===== src/rtl/paged_pc_pkg.sv =====
package paged_pc_pkg;
  typedef enum logic [2:0] {
    OP_HOLD,
    OP_INC,
    OP_JMP,
    OP_LOW,
    OP_CALL,
    OP_RET,
    OP_RST
  } pc_op_e;
endpackage


===== src/rtl/paged_pc_arb.sv =====
module paged_pc_arb
  import paged_pc_pkg::*;
(
  input  logic   rst_req_i,
  input  logic   ret_req_i,
  input  logic   call_req_i,
  input  logic   low_req_i,
  input  logic   jmp_req_i,
  input  logic   inc_req_i,
  output pc_op_e op_o
);
  always_comb begin
    if (rst_req_i)       op_o = OP_RST;
    else if (ret_req_i)  op_o = OP_RET;
    else if (call_req_i) op_o = OP_CALL;
    else if (low_req_i)  op_o = OP_LOW;
    else if (jmp_req_i)  op_o = OP_JMP;
    else if (inc_req_i)  op_o = OP_INC;
    else                 op_o = OP_HOLD;
  end

  always_comb begin
    if (rst_req_i) assert_rst_wins_R10: assert (op_o == OP_RST);
  end
endmodule


===== src/rtl/paged_pc_target.sv =====
module paged_pc_target
  import paged_pc_pkg::*;
#(
  parameter int PC_W  = 11,
  parameter int JMP_W = 9,
  parameter int LOW_W = 8
) (
  input  pc_op_e                op_i,
  input  logic [PC_W-1:0]       pc_i,
  input  logic [PC_W-JMP_W-1:0] page_i,
  input  logic [JMP_W-1:0]      jmp_tgt_i,
  input  logic [LOW_W-1:0]      low_tgt_i,
  input  logic [PC_W-1:0]       top_i,
  output logic [PC_W-1:0]       pc_inc_o,
  output logic [PC_W-1:0]       pc_d_o
);
  localparam int GAP_W = JMP_W - LOW_W;

  logic [PC_W-1:0] jmp_addr, low_addr;

  assign pc_inc_o = pc_i + 1'b1;
  assign jmp_addr = {page_i, jmp_tgt_i};
  // bits between the byte target and the page field are forced low
  assign low_addr = {page_i, {GAP_W{1'b0}}, low_tgt_i};

  always_comb begin
    unique case (op_i)
      OP_RST:  pc_d_o = '1;
      OP_RET:  pc_d_o = top_i;
      OP_CALL: pc_d_o = low_addr;
      OP_LOW:  pc_d_o = low_addr;
      OP_JMP:  pc_d_o = jmp_addr;
      OP_INC:  pc_d_o = pc_inc_o;
      default: pc_d_o = pc_i;
    endcase
  end
endmodule


===== src/rtl/paged_pc_stack.sv =====
module paged_pc_stack #(
  parameter int PC_W  = 11,
  parameter int DEPTH = 2
) (
  input  logic                  clk_i,
  input  logic                  push_i,
  input  logic                  pop_i,
  input  logic [PC_W-1:0]       push_val_i,
  output logic [DEPTH*PC_W-1:0] lvl_o
);
  logic [PC_W-1:0] lvl_q [DEPTH];

  // no reset on purpose: contents survive every reset
  for (genvar i = 0; i < DEPTH; i++) begin : g_lvl
    logic [PC_W-1:0] from_up, from_down;
    if (i == 0) begin : g_first
      assign from_up = push_val_i;
    end else begin : g_mid
      assign from_up = lvl_q[i-1];
    end
    if (i == DEPTH-1) begin : g_last
      assign from_down = lvl_q[i];
    end else begin : g_inner
      assign from_down = lvl_q[i+1];
    end
    always_ff @(posedge clk_i) begin
      if (push_i)     lvl_q[i] <= from_up;
      else if (pop_i) lvl_q[i] <= from_down;
    end
    assign lvl_o[i*PC_W +: PC_W] = lvl_q[i];
  end

  always_comb begin
    assert_push_pop_excl_R10: assert (!(push_i && pop_i));
  end
endmodule


===== src/rtl/paged_pc.sv =====
module paged_pc
  import paged_pc_pkg::*;
#(
  parameter int PC_W      = 11,
  parameter int JMP_W     = 9,
  parameter int LOW_W     = 8,
  parameter int STK_DEPTH = 2
) (
  input  logic                      clk_i,
  input  logic                      rst_ni,
  input  logic                      sync_rst_i,
  input  logic                      inc_i,
  input  logic                      jmp_i,
  input  logic [JMP_W-1:0]          jmp_tgt_i,
  input  logic                      call_i,
  input  logic                      low_wr_i,
  input  logic [LOW_W-1:0]          low_tgt_i,
  input  logic [PC_W-JMP_W-1:0]     page_i,
  input  logic                      ret_i,
  output logic [PC_W-1:0]           pc_o,
  output logic [STK_DEPTH*PC_W-1:0] stk_o
);
  pc_op_e          op;
  logic [PC_W-1:0] pc_q, pc_d, pc_inc;

  paged_pc_arb u_arb (
    .rst_req_i (sync_rst_i),
    .ret_req_i (ret_i),
    .call_req_i(call_i),
    .low_req_i (low_wr_i),
    .jmp_req_i (jmp_i),
    .inc_req_i (inc_i),
    .op_o      (op)
  );

  paged_pc_target #(.PC_W(PC_W), .JMP_W(JMP_W), .LOW_W(LOW_W)) u_tgt (
    .op_i     (op),
    .pc_i     (pc_q),
    .page_i   (page_i),
    .jmp_tgt_i(jmp_tgt_i),
    .low_tgt_i(low_tgt_i),
    .top_i    (stk_o[PC_W-1:0]),
    .pc_inc_o (pc_inc),
    .pc_d_o   (pc_d)
  );

  paged_pc_stack #(.PC_W(PC_W), .DEPTH(STK_DEPTH)) u_stk (
    .clk_i     (clk_i),
    .push_i    (op == OP_CALL),
    .pop_i     (op == OP_RET),
    .push_val_i(pc_inc),
    .lvl_o     (stk_o)
  );

  always_ff @(posedge clk_i or negedge rst_ni) begin
    if (!rst_ni) pc_q <= '1;
    else         pc_q <= pc_d;
  end
  assign pc_o = pc_q;

  assert_sync_rst_vec_R1: assert property (@(posedge clk_i) disable iff (!rst_ni)
    sync_rst_i |=> (pc_o == '1));
  assert_sync_rst_stk_R1: assert property (@(posedge clk_i) disable iff (!rst_ni)
    sync_rst_i |=> $stable(stk_o));
  assert_jmp_load_R4: assert property (@(posedge clk_i) disable iff (!rst_ni)
    (jmp_i && !sync_rst_i && !ret_i && !call_i && !low_wr_i)
      |=> (pc_o == {$past(page_i), $past(jmp_tgt_i)}));
  assert_low_bit_clear_R5: assert property (@(posedge clk_i) disable iff (!rst_ni)
    ((call_i || low_wr_i) && !sync_rst_i && !ret_i) |=> (pc_o[LOW_W] == 1'b0));
  assert_push_ret_R6: assert property (@(posedge clk_i) disable iff (!rst_ni)
    (call_i && !sync_rst_i && !ret_i) |=> (stk_o[PC_W-1:0] == $past(pc_o) + 1'b1));
  assert_ret_load_R8: assert property (@(posedge clk_i) disable iff (!rst_ni)
    (ret_i && !sync_rst_i) |=> (pc_o == $past(stk_o[PC_W-1:0])));
  assert_idle_hold_R11: assert property (@(posedge clk_i) disable iff (!rst_ni)
    !(sync_rst_i || ret_i || call_i || low_wr_i || jmp_i || inc_i)
      |=> ($stable(pc_o) && $stable(stk_o)));
  assert_no_push_R12: assert property (@(posedge clk_i) disable iff (!rst_ni)
    (!sync_rst_i && !ret_i && !call_i) |=> $stable(stk_o));

  if (STK_DEPTH >= 2) begin : g_deep_chk
    assert_shift_down_R6: assert property (@(posedge clk_i) disable iff (!rst_ni)
      (call_i && !sync_rst_i && !ret_i)
        |=> (stk_o[2*PC_W-1:PC_W] == $past(stk_o[PC_W-1:0])));
    assert_bottom_keep_R8: assert property (@(posedge clk_i) disable iff (!rst_ni)
      (ret_i && !sync_rst_i)
        |=> ($stable(stk_o[STK_DEPTH*PC_W-1:(STK_DEPTH-1)*PC_W])));
  end
endmodule


===== config.mk =====
export PLATFORM = sky130hd
export DESIGN_NAME = paged_pc
export DESIGN_NICKNAME = d
export VERILOG_FILES = /design/src/rtl/paged_pc_pkg.sv /design/src/rtl/paged_pc_arb.sv /design/src/rtl/paged_pc_target.sv /design/src/rtl/paged_pc_stack.sv /design/src/rtl/paged_pc.sv
export SDC_FILE = /design/constraint.sdc
export NUM_CORES = 1
export LEC_CHECK = 0
export CORE_UTILIZATION = 41
export DETAILED_ROUTE_END_ITERATION = 10
export PLACE_DENSITY = 0.79
export RECOVER_POWER = 25
export SLEW_MARGIN = 15
export SYNTH_ARGS = -nofsm -noshare
export SYNTH_HDL_FRONTEND = slang
export SYNTH_SLANG_ARGS = --single-unit
export TNS_END_PERCENT = 10

===== constraint.sdc =====
create_clock -name clk_i -period 1.6 [get_ports clk_i]
set_input_delay 0.24 -clock clk_i [delete_from_list [all_inputs] [get_ports clk_i]]
set_output_delay 0.24 -clock clk_i [all_outputs]
set_load 0.02 [all_outputs]

Word-level counts from Yosys, hierarchy flattened. Memories as Yosys holds them, arrays and structs flattened. Index checks and enable logic that the tools add are counted.

Add/sub/neg operators: 1. Multipliers: 0. Divide/modulo/power cells: 0. Magnitude comparators: 0. Equal/unequal tests: 6. Shift operators: 0. Multiplexer cells: 14. Bitwise operators: 2. Reductions and logical operators: 2.

Operator list (number): one-hot mux 11 bit (5 select lines) (1); two-way mux 11 bit (2); two-way mux 3 bit (5); adder 11 x 1 -> 11 bit (second input constant) (1); == test 3 bit (second input constant) (3); == test 3 x 2 -> 1 bit (second input constant) (2); two-way mux 1 bit (6); nonzero test 5 bit (1); == test 3 x 1 -> 1 bit (second input constant) (1); OR 1 bit (2); OR reduction 2 bit (1).

Bits in registers: 11. Latch bits: 0. Memory bits (writable): 22. ROM bits: 0. Bits of input ports: 27. Memories kept: 1.

Memories: u_stk.lvl_q (depth 2, bits a word 11, read ports 2, clocked after Yosys merged registers in 0, write ports 2, line paged_pc_stack.sv:11) `logic [PC_W-1:0] lvl_q [DEPTH];`.

Depth between registers and ports, before layout. Gate-level depths: netlist of the first run.

Depth after elaboration: 11. Gate-level depth with buffers: 6. Depth with buffers taken out: 4.

Hierarchy. Synthesis of the first run repeated with hierarchy kept, for this count alone.

Cell total of the unflattened synthesis: 192. Area, all modules: 2052.0 µm².

Modules (own cells, without submodules): paged_pc_stack (instances 1, cells an instance 37, area an instance 858.3 µm²); paged_pc_target (instances 1, cells an instance 134, area an instance 833.3 µm²); paged_pc (instances 1, cells an instance 13, area an instance 310.3 µm²); paged_pc_arb (instances 1, cells an instance 8, area an instance 50.0 µm²).

Worst setup path after synthesis of the first run. Ideal clock, no wire load.

Path kind: register -> register. From: register pc_q[0], in the netlist pc_o[0]. To: register pc_q[2], in the netlist pc_o[2]. Arrival time: 1.659 ns. Slack: -0.153 ns. Cell stages (with the launch flop): 6. Path buffers: 1. Clock period less this slack: 1.753 ns. Path through: dfstp_2 > ha_1 > clkbuf_1 > xnor2_1 > nor2_1 > or4_1.

Word-level cells in the longest chain between the ends: 2.

RTL lines: from (decl) (line paged_pc.sv:24) `logic [PC_W-1:0] pc_q, pc_d, pc_inc;`; from (signal assigned) (line paged_pc.sv:57) `else pc_q <= pc_d;`; adder 11 x 1 -> 11 bit (line paged_pc_target.sv:21) `assign pc_inc_o = pc_i + 1'b1;`; one-hot mux 11 bit (5 select lines) (line paged_pc_target.sv:27) `unique case (op_i)`.

Every way passes these cells. A chain may end at the register's enable or synchronous reset.

Worst setup path after layout of the first run.
From: register pc_q[1], in the netlist pc_o[1]. To: register pc_q[2], in the netlist pc_o[2].

The elaborated chain is that of the path after synthesis.

==> run summary, run 1 <==
outcome - finished clean
Hold/Removal Path Class - in2reg
post-synthesis mux area share - 0.607%
combinational share of power - 27.0%
initial antenna violation count - 0
Async SR Flop Fraction - 33.3%
CP Data Required Time - 1.79 ns
CP Class - reg2reg
worst hold slack - 0.451 ns
WL per Instance - 17.7 um
Mapped Area - 1860 um^2
most frequent cells in the layout - 41 x clkdlybuf4s50_1, 35 x buf_4, 22 x edfxtp_1
Routed Antenna Nets - 0
Root Driver - clkbuf_8
1st-iter DRT viols - 197
type of element launching the critical path - flop
Slew Limit Fails - 0
Core ar. - 4350 um^2
clock network power share - 30.1%
diode count - 0
M1 wire length - 2500 um
Int Pwr - 1.83 mW
Final setup viols - 0
Pwr Total - 2.54 mW
Post-Synthesis Cells - 179
Clock Path Buffers - 2
Adder-Cell Fraction of Synth Area - 0.674%
Clock Skew - 0.00515 ns
area of the die - 4800 um^2
crit path time final - 1.58 ns
post-synthesis sequential area ratio - 51.2%
slew margin rel. - 62.3%
Netlist cell types - 44
layout cells sized above 1 - 25.9%
PwrDens - 880 nW/um^2
# DRC - 0
Worst Tran Pin Value - 0.563 ns
unrepaired setup endpoints after global routing - true
via count - 1,841
final period utilization - 98.7%
Vias/cell - 5.72
NetSw - 0.715 mW
Main synth FF type - edfxtp_1
largest net degree at the start of global routing - 16
Yosys reg bits - 33
crit path max fanout - 7
xor/xnor share of the synthesized area - 4.25%
first-pass GRT wire length - 9150 um
worst vdd ir - 358 uV
crit end category - flop
clk slew on worst S/H paths - 0.06 ns
WL met3 - 338 um
# rows - 24
Compound-Gate Fraction of Synth Area - 21.3%
Routed WL - 5710 um
switch share - 28.1%
f_max - 633 MHz
Clock Sinks - 33
H-tree lvl count - 2
top sig layer - met4
Die Y - 69.3 um
total negative slack - 0 ns
Layout area overhead - 55.6%
Top Ports - 60
Leak - 1.12 nW
nets - 297
Pre-Repair DR Iteration Count - 4
Post-DP HPWL - 4230 um
Syn Nets - 207
Congestion Overflow GR - 0
TritonCTS buffer count - 5
# hold bufs at CTS - 0
sequential share of power - 42.9%
CTS tree - built
number of synthesized flops with an enable pin - 22
yosys warns - 0
Port-buffer cells - 59
worst path arrival time - 1.77 ns
max-cap viol count - 0
worst-skew pair later-pin latency - 0.29 ns
Syn Area/Cell - 10.4 um^2
Starting Density - 42.6%
simple logic cell fraction of the synthesized area - 18.0%
count of final hold-check violations - 0
die width - 69.3 um
commonest non-fill, non-tap cell in the layout - clkdlybuf4s50_1
DR WL met2 - 2760 um
main combinational cell family by area after synthesis - compound AO/OA/AOI/OAI gates
GPL Wtd Cong - 0.873
GRT Total Usage - 24.6%
post-CTS setup buffer count - 0
number of global-route vias before repair - 1,800
[kinds of logic after synthesis]
family          Yosys count
mux                       1
compound gates           55
xor+xnor                  9
simple gates             63
fa+ha+maj                 1
buf+inv                  17
flops                    33
[routing by layer]
metal	global-route usage, %	vias up
met1	32.2	884
met3	4.94	11
met4	9.30	0
met5	0	-
li1	-	871
met2	40.0	75
[power by group through the flow]
stage               combinational, mW  sequential (mW)  clock, mW
finish                          0.686             1.09      0.765
global route                    0.730             1.10      0.803
CTS                             0.675             1.09      0.776
detailed placement              0.685             1.10          0
global placement                0.675             1.10          0
floorplan                       0.239             1.19          0
[final timing paths]
path / depth (start not counted) / startpoint / slack [ns] / end
min in group asynchronous: 1 / rst_ni / 0.72 / pc_o[8]
setup reg to reg: 4 / pc_o[1] / 0.02 / pc_o[2]
hold / removal: 3 / sync_rst_i / 0.45 / pc_o[1]
hold reg to reg: 0 / u_stk.lvl_q[0][4] / 0.49 / u_stk.lvl_q[1][4]
max in group asynchronous: 1 / rst_ni / 0.84 / pc_o[1]
setup / recovery: 4 / pc_o[1] / 0.02 / pc_o[2]
[registers in the layout, indices dropped and copies added, names as in the netlist]
register and cells:
u_stk.lvl_q 22, pc_o 11
[area by class of cell]
type	count	area [um^2]
clock buffer	6	72.6
tap	52	65.1
fill	344	1470
multi-input combinational	129	891
sequential	33	950
clock inverter	2	33.8
inverter	5	18.8
timing repair buffer	95	856
[critical path, stage by stage (launching register included)]
cell and delay, ns:
dfstp_2 0.59, ha_4 0.20, xnor2_2 0.13, nor2_1 0.06, or4_1 0.50
[cell usage after synthesis (5+ instances only)]
| cell type | number | area share (%) |
|---|---|---|
| dfstp_2 | 11 | 16 |
| a21oi_1 | 5 | 1.3 |
| inv_1 | 5 | 1.0 |
| nor2_1 | 6 | 1.2 |
| clkbuf_1 | 9 | 1.8 |
| edfxtp_1 | 22 | 36 |
| xnor2_1 | 6 | 2.8 |
| o21ai_0 | 16 | 4.3 |
| nand2_1 | 16 | 3.2 |
| nand3_1 | 12 | 3.2 |
| and3_1 | 7 | 2.4 |
[repair_timing]
item / in CTS / in global routing
setup endpoints to repair: 25 / 17
pin swaps: 2 / 4
gates resized for setup: 22 / 10
[per-stage QoR]
stage / utilization [%] / area (um^2) / instances / setup WS [ns]
3_3_place_gp: 63.4 / 2760 / 314 / -0.510
5_1_grt: 66.3 / 2890 / 322 / -0.0230
2_1_floorplan: - / 1890 / 179 / -0.0344
3_5_place_dp: 63.4 / 2760 / 314 / -0.560
4_1_cts: 65.8 / 2870 / 322 / 0.000773
6_report: 66.3 / 2890 / 322 / 0.0210
Power figures use the tool's default switching activity.
==> inputs of run 2 (changes only) <==
--- a/config.mk
+++ b/config.mk
@@ -9,6 +9,7 @@
 export DETAILED_ROUTE_END_ITERATION = 10
 export PLACE_DENSITY = 0.79
 export RECOVER_POWER = 25
+export SETUP_SLACK_MARGIN = 0.3
 export SLEW_MARGIN = 15
 export SYNTH_ARGS = -nofsm -noshare
 export SYNTH_HDL_FRONTEND = slang
==> run 2 against run 1 <==
Compared with the run above: the run now ends with setup timing left; worst setup slack lost 0.027 ns; sequential power is essentially flat; fmax shrank 1.7%; worst hold slack gained 0.033 ns; combinational power grew 24%; via count grew 12%; global-route usage grew 1.3 points.
==> run summary, run 2 (synthesized netlist as in run 1, its figures left out) <==
# rows - 24 (unchanged)
Congestion Overflow GR - 0 (unchanged)
crit path time final - 1.61 ns (was 1.58 ns)
Core ar. - 4350 um^2 (unchanged)
f_max - 623 MHz (was 633 MHz)
CP max stage delay - 0.59 ns (about the same)
type of element launching the critical path - flop (unchanged)
number of global-route vias before repair - 1,851 (was 1,800)
GRT Total Usage - 25.9% (was 24.6%)
Root Driver - clkbuf_8 (unchanged)
crit end category - flop (unchanged)
setup slack after layout - -0.00624 ns (was 0.0210 ns)
most frequent cells in the layout - 32 x buf_4, 22 x edfxtp_1, 19 x clkdlybuf4s50_1 (was 41 x clkdlybuf4s50_1, 35 x buf_4, 22 x edfxtp_1)
worst path arrival time - 1.65 ns (was 1.77 ns)
Starting Density - 42.6% (unchanged)
worst vdd ir - 509 uV (was 358 uV)
diode count - 0 (unchanged)
# hold bufs at CTS - 0 (unchanged)
Vias/cell - 6.29 (was 5.72)
Pre-Repair DR Iteration Count - 7 (was 4)
placed cell count - 315 (was 314)
R2R depth - 5 (was 4)
1st-iter DRT viols - 203 (was 197)
via count - 2,069 (was 1,841)
Hold Path Origin - u_stk.lvl_q[0][4] (was sync_rst_i)
slew margin rel. - 62.0% (was 62.3%)
Slew Limit Fails - 0 (unchanged)
crit-path cells - ha_4, buf_4, and2_1, xnor2_1, o21ai_0 (was ha_4, xnor2_2, nor2_1, or4_1)
Clock Path Buffers - 2 (unchanged)
outcome - complete, but fails checks (was finished clean)
Reg-to-Reg Start - pc_o[0] (was pc_o[1])
die width - 69.3 um (unchanged)
Top Ports - 60 (unchanged)
GPL Wtd Cong - 0.840 (was 0.873)
commonest non-fill, non-tap cell in the layout - buf_4 (was clkdlybuf4s50_1)
layout cells sized above 1 - 42.6% (was 25.9%)
Post-DP HPWL - 4400 um (was 4230 um)
critical path's slowest cell - dfstp_2 (unchanged)
crit path max fanout - 6 (was 7)
TritonCTS buffer count - 5 (unchanged)
Routed Antenna Nets - 0 (unchanged)
Leak - 1.36 nW (was 1.12 nW)
reg2reg end - u_stk.lvl_q[0][6] (was pc_o[2])
Layout area overhead - 71.9% (was 55.6%)
Hold Path Depth - 0 (was 3)
# DRC - 0 (unchanged)
nets - 304 (was 297)
Routed WL - 6650 um (was 5710 um)
Clock Sinks - 33 (unchanged)
Final Non-Filler Cells - 329 (was 322)
Hold/Removal Path Class - reg2reg (was in2reg)
Reg with most FFs - u_stk.lvl_q (unchanged)
Port-buffer cells - 59 (unchanged)
Hold EP - u_stk.lvl_q[1][4] (was pc_o[1])
Pwr Total - 2.71 mW (was 2.54 mW)
unrepaired setup endpoints after global routing - true (unchanged)
max reg flops - 22 (unchanged)
worst-skew pair later-pin latency - 0.29 ns (about the same)
first-pass GRT wire length - 9490 um (was 9150 um)
H-tree lvl count - 2 (unchanged)
PwrDens - 851 nW/um^2 (was 880 nW/um^2)
Worst R2R Setup Slack - -0.006 ns (was 0.02 ns)
CTS tree - built (unchanged)
Die Y - 69.3 um (unchanged)
Worst Tran Pin Value - 0.569 ns (was 0.563 ns)
count of final hold-check violations - 0 (unchanged)
CP Data Required Time - 1.65 ns (was 1.79 ns)
largest net degree at the start of global routing - 14 (was 16)
clk slew on worst S/H paths - 0.07 ns (was 0.06 ns)
Final setup viols - 1 (was 0)
initial antenna violation count - 0 (unchanged)
failing checks - setup timing
Fillers - 285 (was 344)
area of the die - 4800 um^2 (unchanged)
CP Class - reg2reg (unchanged)
Clock Skew - 0.00630 ns (was 0.00515 ns)
WL per Instance - 20.2 um (was 17.7 um)
max-cap viol count - 0 (unchanged)
final period utilization - 100% (was 98.7%)
-- run 2: worst max path at each step --
stage,endpoint,cells past startpoint,from
final,u_stk.lvl_q[0][6],5,pc_o[0]
after global routing,u_stk.lvl_q[0][8],4,pc_o[0]
after CTS,stk_o[5],1,u_stk.lvl_q[0][5]
after detailed placement,pc_o[4],5,jmp_i
after global placement,pc_o[7],5,jmp_i
after floorplan,u_stk.lvl_q[0][9],5,pc_o[3]
-- run 2: cell type report --
| class | count | area (um^2) | area share, % |
|---|---|---|---|
| Sequential cell | 33 | 950 | 29.8 |
| Tap cell | 52 | 65.1 | 2.04 |
| Inverter | 5 | 18.8 | 0.588 |
| Clock inverter | 2 | 33.8 | 1.06 |
| Timing Repair Buffer | 102 | 948 | 29.7 |
| Multi-Input combinational cell | 129 | 1100 | 34.5 |
| Clock buffer | 6 | 72.6 | 2.27 |
-- run 2: critical path, delay by kind of cell (launching register included) --
family | cells | cell delay, ns
and+or+nand+nor | 1 | 0.18
buffers and inverters | 1 | 0.14
AOI/OAI and AO/OA | 1 | 0.09
DFF | 1 | 0.59
xor gates and xnor gates | 1 | 0.14
adders and majority gates | 1 | 0.22
-- run 2: timing repair --
| item | 4_1_cts | 5_1_grt |
|---|---|---|
| pin swaps | 12 | 34 |
| endpoints found under the setup margin | 77 | 66 |
| setup buffers | 1 | 5 |
| gates resized for setup | 63 | 97 |
-- run 2: metal layers --
layer	wire [um]	vias up	GRT usage [%]
met1	2560	1005	32.8
met3	592	24	5.52
li1	-	884	-
met5	0	-	0
met2	3320	156	41.3
met4	170	0	13.8
-- run 2: through the flow --
stage	util, %	hold WS [ns]	TNS (ns)	cell area (um^2)	setup WS, ns
final	73.3	0.484	-0.00624	3190	-0.00624
after global routing	73.3	0.511	-0.105	3190	-0.0277
after CTS	68.4	0.497	0	2980	0.0639
after floorplan	-	0.0922	-0.0825	1890	-0.0344
after detailed placement	63.5	0.487	-9.65	2770	-0.513
after global placement	63.5	0.468	-8.31	2770	-0.445
-- run 2: report_power, final --
group | total, mW | leakage (nW) | switching, mW | internal [mW]
registers | 1.09 | 0.323 | 0.0639 | 1.03
clock network | 0.776 | 0.0528 | 0.317 | 0.460
logic | 0.848 | 0.981 | 0.427 | 0.421
==> inputs of run 3 (changes only) <==
--- a/config.mk
+++ b/config.mk
@@ -5,7 +5,9 @@
 export SDC_FILE = /design/constraint.sdc
 export NUM_CORES = 1
 export LEC_CHECK = 0
-export CORE_UTILIZATION = 41
+export CELL_PAD_IN_SITES_DETAIL_PLACEMENT = 2
+export CELL_PAD_IN_SITES_GLOBAL_PLACEMENT = 2
+export CORE_UTILIZATION = 25
 export DETAILED_ROUTE_END_ITERATION = 10
 export PLACE_DENSITY = 0.79
 export RECOVER_POWER = 25
==> run 3 against run 2 <==
Compared with the run above: the run still ends with setup timing left; critical path depth decreased by 1; register-to-register slack got worse by 0.06 ns; critical endpoint is now u_stk.lvl_q[0][8]; first-iteration DRC count decreased by 68%; clock-buffer cell count unchanged; die area increased by 62%; sequential power about the same; power increased by 5.9%; non-clock buffer count increased by 9; via count decreased by 1.3%; routed wire length increased by 40%; global-route usage decreased by 0.47 points; design area increased by 6.3%.
==> run summary, run 3 (synthesized netlist as in run 1, its figures left out) <==
NetSw - 0.912 mW (was 0.807 mW)
CP Class - reg2reg (unchanged)
commonest non-fill, non-tap cell in the layout - buf_4 (unchanged)
WL per Instance - 24.1 um (was 20.2 um)
switch share - 31.7% (was 29.7%)
Root Driver - clkbuf_8 (unchanged)
Routed Antenna Nets - 0 (unchanged)
Top Ports - 60 (unchanged)
Vias/cell - 5.31 (was 6.29)
number of global-route vias before repair - 2,239 (was 1,851)
clock network power share - 27.9% (was 28.6%)
max-cap viol count - 0 (unchanged)
max reg flops - 22 (unchanged)
Port-buffer cells - 59 (unchanged)
most frequent cells in the layout - 38 x buf_4, 22 x edfxtp_1, 19 x clkdlybuf4s50_1 (was 32 x buf_4, 22 x edfxtp_1, 19 x clkdlybuf4s50_1)
Hold Path Origin - u_stk.lvl_q[0][9] (was u_stk.lvl_q[0][4])
GPL Wtd Cong - 0.848 (was 0.840)
initial antenna violation count - 0 (unchanged)
Clock Sinks - 33 (unchanged)
largest net degree at the start of global routing - 12 (was 14)
1st-iter DRT viols - 65 (was 203)
Pre-Repair DR Iteration Count - 6 (was 7)
outcome - complete, but fails checks (unchanged)
layout cells sized above 1 - 51.0% (was 42.6%)
slew margin rel. - 57.3% (was 62.0%)
TritonCTS buffer count - 5 (unchanged)
setup slack after layout - -0.0651 ns (was -0.00624 ns)
reg2reg end - u_stk.lvl_q[0][8] (was u_stk.lvl_q[0][6])
type of element launching the critical path - flop (unchanged)
worst vdd ir - 374 uV (was 509 uV)
nets - 313 (was 304)
GRT Total Usage - 25.4% (was 25.9%)
crit path max fanout - 6 (unchanged)
Leak - 1.31 nW (was 1.36 nW)
Post-DP HPWL - 6120 um (was 4400 um)
failing checks - setup timing (unchanged)
Routed WL - 9280 um (was 6650 um)
Congestion Overflow GR - 0 (unchanged)
Worst Tran Pin Value - 0.639 ns (was 0.569 ns)
Hold Path Depth - 0 (unchanged)
# DRC - 0 (unchanged)
Reg-to-Reg Start - pc_o[0] (unchanged)
crit end category - flop (unchanged)
unrepaired setup endpoints after global routing - true (unchanged)
worst path arrival time - 1.71 ns (was 1.65 ns)
final period utilization - 104% (was 100%)
f_max - 601 MHz (was 623 MHz)
Clock Skew - 0.00897 ns (was 0.00630 ns)
first-pass GRT wire length - 13,800 um (was 9490 um)
# hold bufs at CTS - 0 (unchanged)
Worst R2R Setup Slack - -0.07 ns (was -0.006 ns)
worst hold slack - 0.495 ns (was 0.484 ns)
crit path time final - 1.67 ns (was 1.61 ns)
clk slew on worst S/H paths - 0.08 ns (was 0.07 ns)
diode count - 0 (unchanged)
R2R depth - 4 (was 5)
H-tree lvl count - 2 (unchanged)
CTS tree - built (unchanged)
sequential share of power - 38.6% (was 40.2%)
total negative slack - -0.160 ns (was -0.00624 ns)
Hold/Removal Path Class - reg2reg (unchanged)
PwrDens - 848 nW/um^2 (was 851 nW/um^2)
via count - 2,043 (was 2,069)
Layout area overhead - 82.8% (was 71.9%)
Starting Density - 25.7% (was 42.6%)
combinational share of power - 33.5% (was 31.2%)
Reg with most FFs - u_stk.lvl_q (unchanged)
Int Pwr - 1.96 mW (was 1.91 mW)
worst-skew pair later-pin latency - 0.30 ns (was 0.29 ns)
Fillers - 756 (was 285)
area of the die - 7770 um^2 (was 4800 um^2)
Final setup viols - 5 (was 1)
count of final hold-check violations - 0 (unchanged)
CP Data Required Time - 1.65 ns (about the same)
Die Y - 88.2 um (was 69.3 um)
Core ar. - 7210 um^2 (was 4350 um^2)
die width - 88.2 um (was 69.3 um)
Slew Limit Fails - 0 (unchanged)
Pwr Total - 2.88 mW (was 2.71 mW)
Hold EP - u_stk.lvl_q[1][9] (was u_stk.lvl_q[1][4])
Clock Path Buffers - 2 (unchanged)
# rows - 31 (was 24)
[run 3: changes by cell type in the layout (fill, tap and decap cells not counted), sizes merged]
| cell | before | now |
|---|---|---|
| clkdlybuf4s15 | 1 | 11 |
| dlymetal6s2s | 17 | 1 |
| dlygate4sd2 | 2 | 0 |
| clkbuf | 20 | 18 |
| buf | 48 | 67 |
[run 3: power groups by stage]
stage	Clock, mW	Combinational [mW]	Sequential [mW]
2_1_floorplan	0	0.239	1.19
6_report	0.801	0.964	1.11
3_3_place_gp	0	0.725	1.11
4_1_cts	0.819	0.852	1.10
5_1_grt	0.851	1.01	1.12
3_5_place_dp	0	0.758	1.11
[run 3: stage by stage]
step	std cells	util, %	instance area (um^2)	setup slack [ns]
2_1_floorplan	179	-	1890	-0.0344
3_3_place_gp	367	40.0	2890	-0.523
3_5_place_dp	367	40.0	2890	-0.634
4_1_cts	377	45.3	3270	-0.0145
5_1_grt	385	47.0	3390	-0.124
6_report	385	47.0	3390	-0.0651
[run 3: final cells by class]
cell class	count	area [um^2]	area share, %
clock inverter	2	33.8	0.996
timing repair buffer	111	1000	29.5
sequential	33	950	28.0
clock buffer	6	72.6	2.14
multi-input combinational	129	1190	35.2
tap	99	124	3.65
inverter	5	18.8	0.553
[run 3: worst max path at each step]
stage / end / slack [ns] / startpoint / depth (start not counted)
after global placement: pc_o[7] / -0.52 / call_i / 7
after floorplan: u_stk.lvl_q[0][9] / -0.03 / pc_o[3] / 5
after CTS: u_stk.lvl_q[0][8] / -0.01 / pc_o[0] / 4
after global routing: u_stk.lvl_q[0][8] / -0.12 / pc_o[3] / 4
after detailed placement: pc_o[4] / -0.63 / call_i / 7
final: u_stk.lvl_q[0][8] / -0.07 / pc_o[0] / 4
[run 3: what timing repair did]
item,4_1_cts,5_1_grt
pin swaps,24,21
endpoints found under the setup margin,77,70
resized for setup,170,47
buffers inserted,2,8
[run 3: layer usage]
| layer | part of all wire, % | up-vias | track usage, % |
|---|---|---|---|
| met4 | 2.3 | 0 | 7.92 |
| li1 | - | 906 | - |
| met5 | 0 | - | 0 |
| met2 | 50 | 69 | 44.7 |
| met3 | 3.6 | 18 | 4.34 |
| met1 | 44 | 1050 | 31.6 |
[run 3: critical path, stage by stage, from the launching register on]
cell	delay, ns
dfstp_2	0.62
ha_4	0.21
nand4_1	0.23
xnor2_2	0.26
o21ai_1	0.09
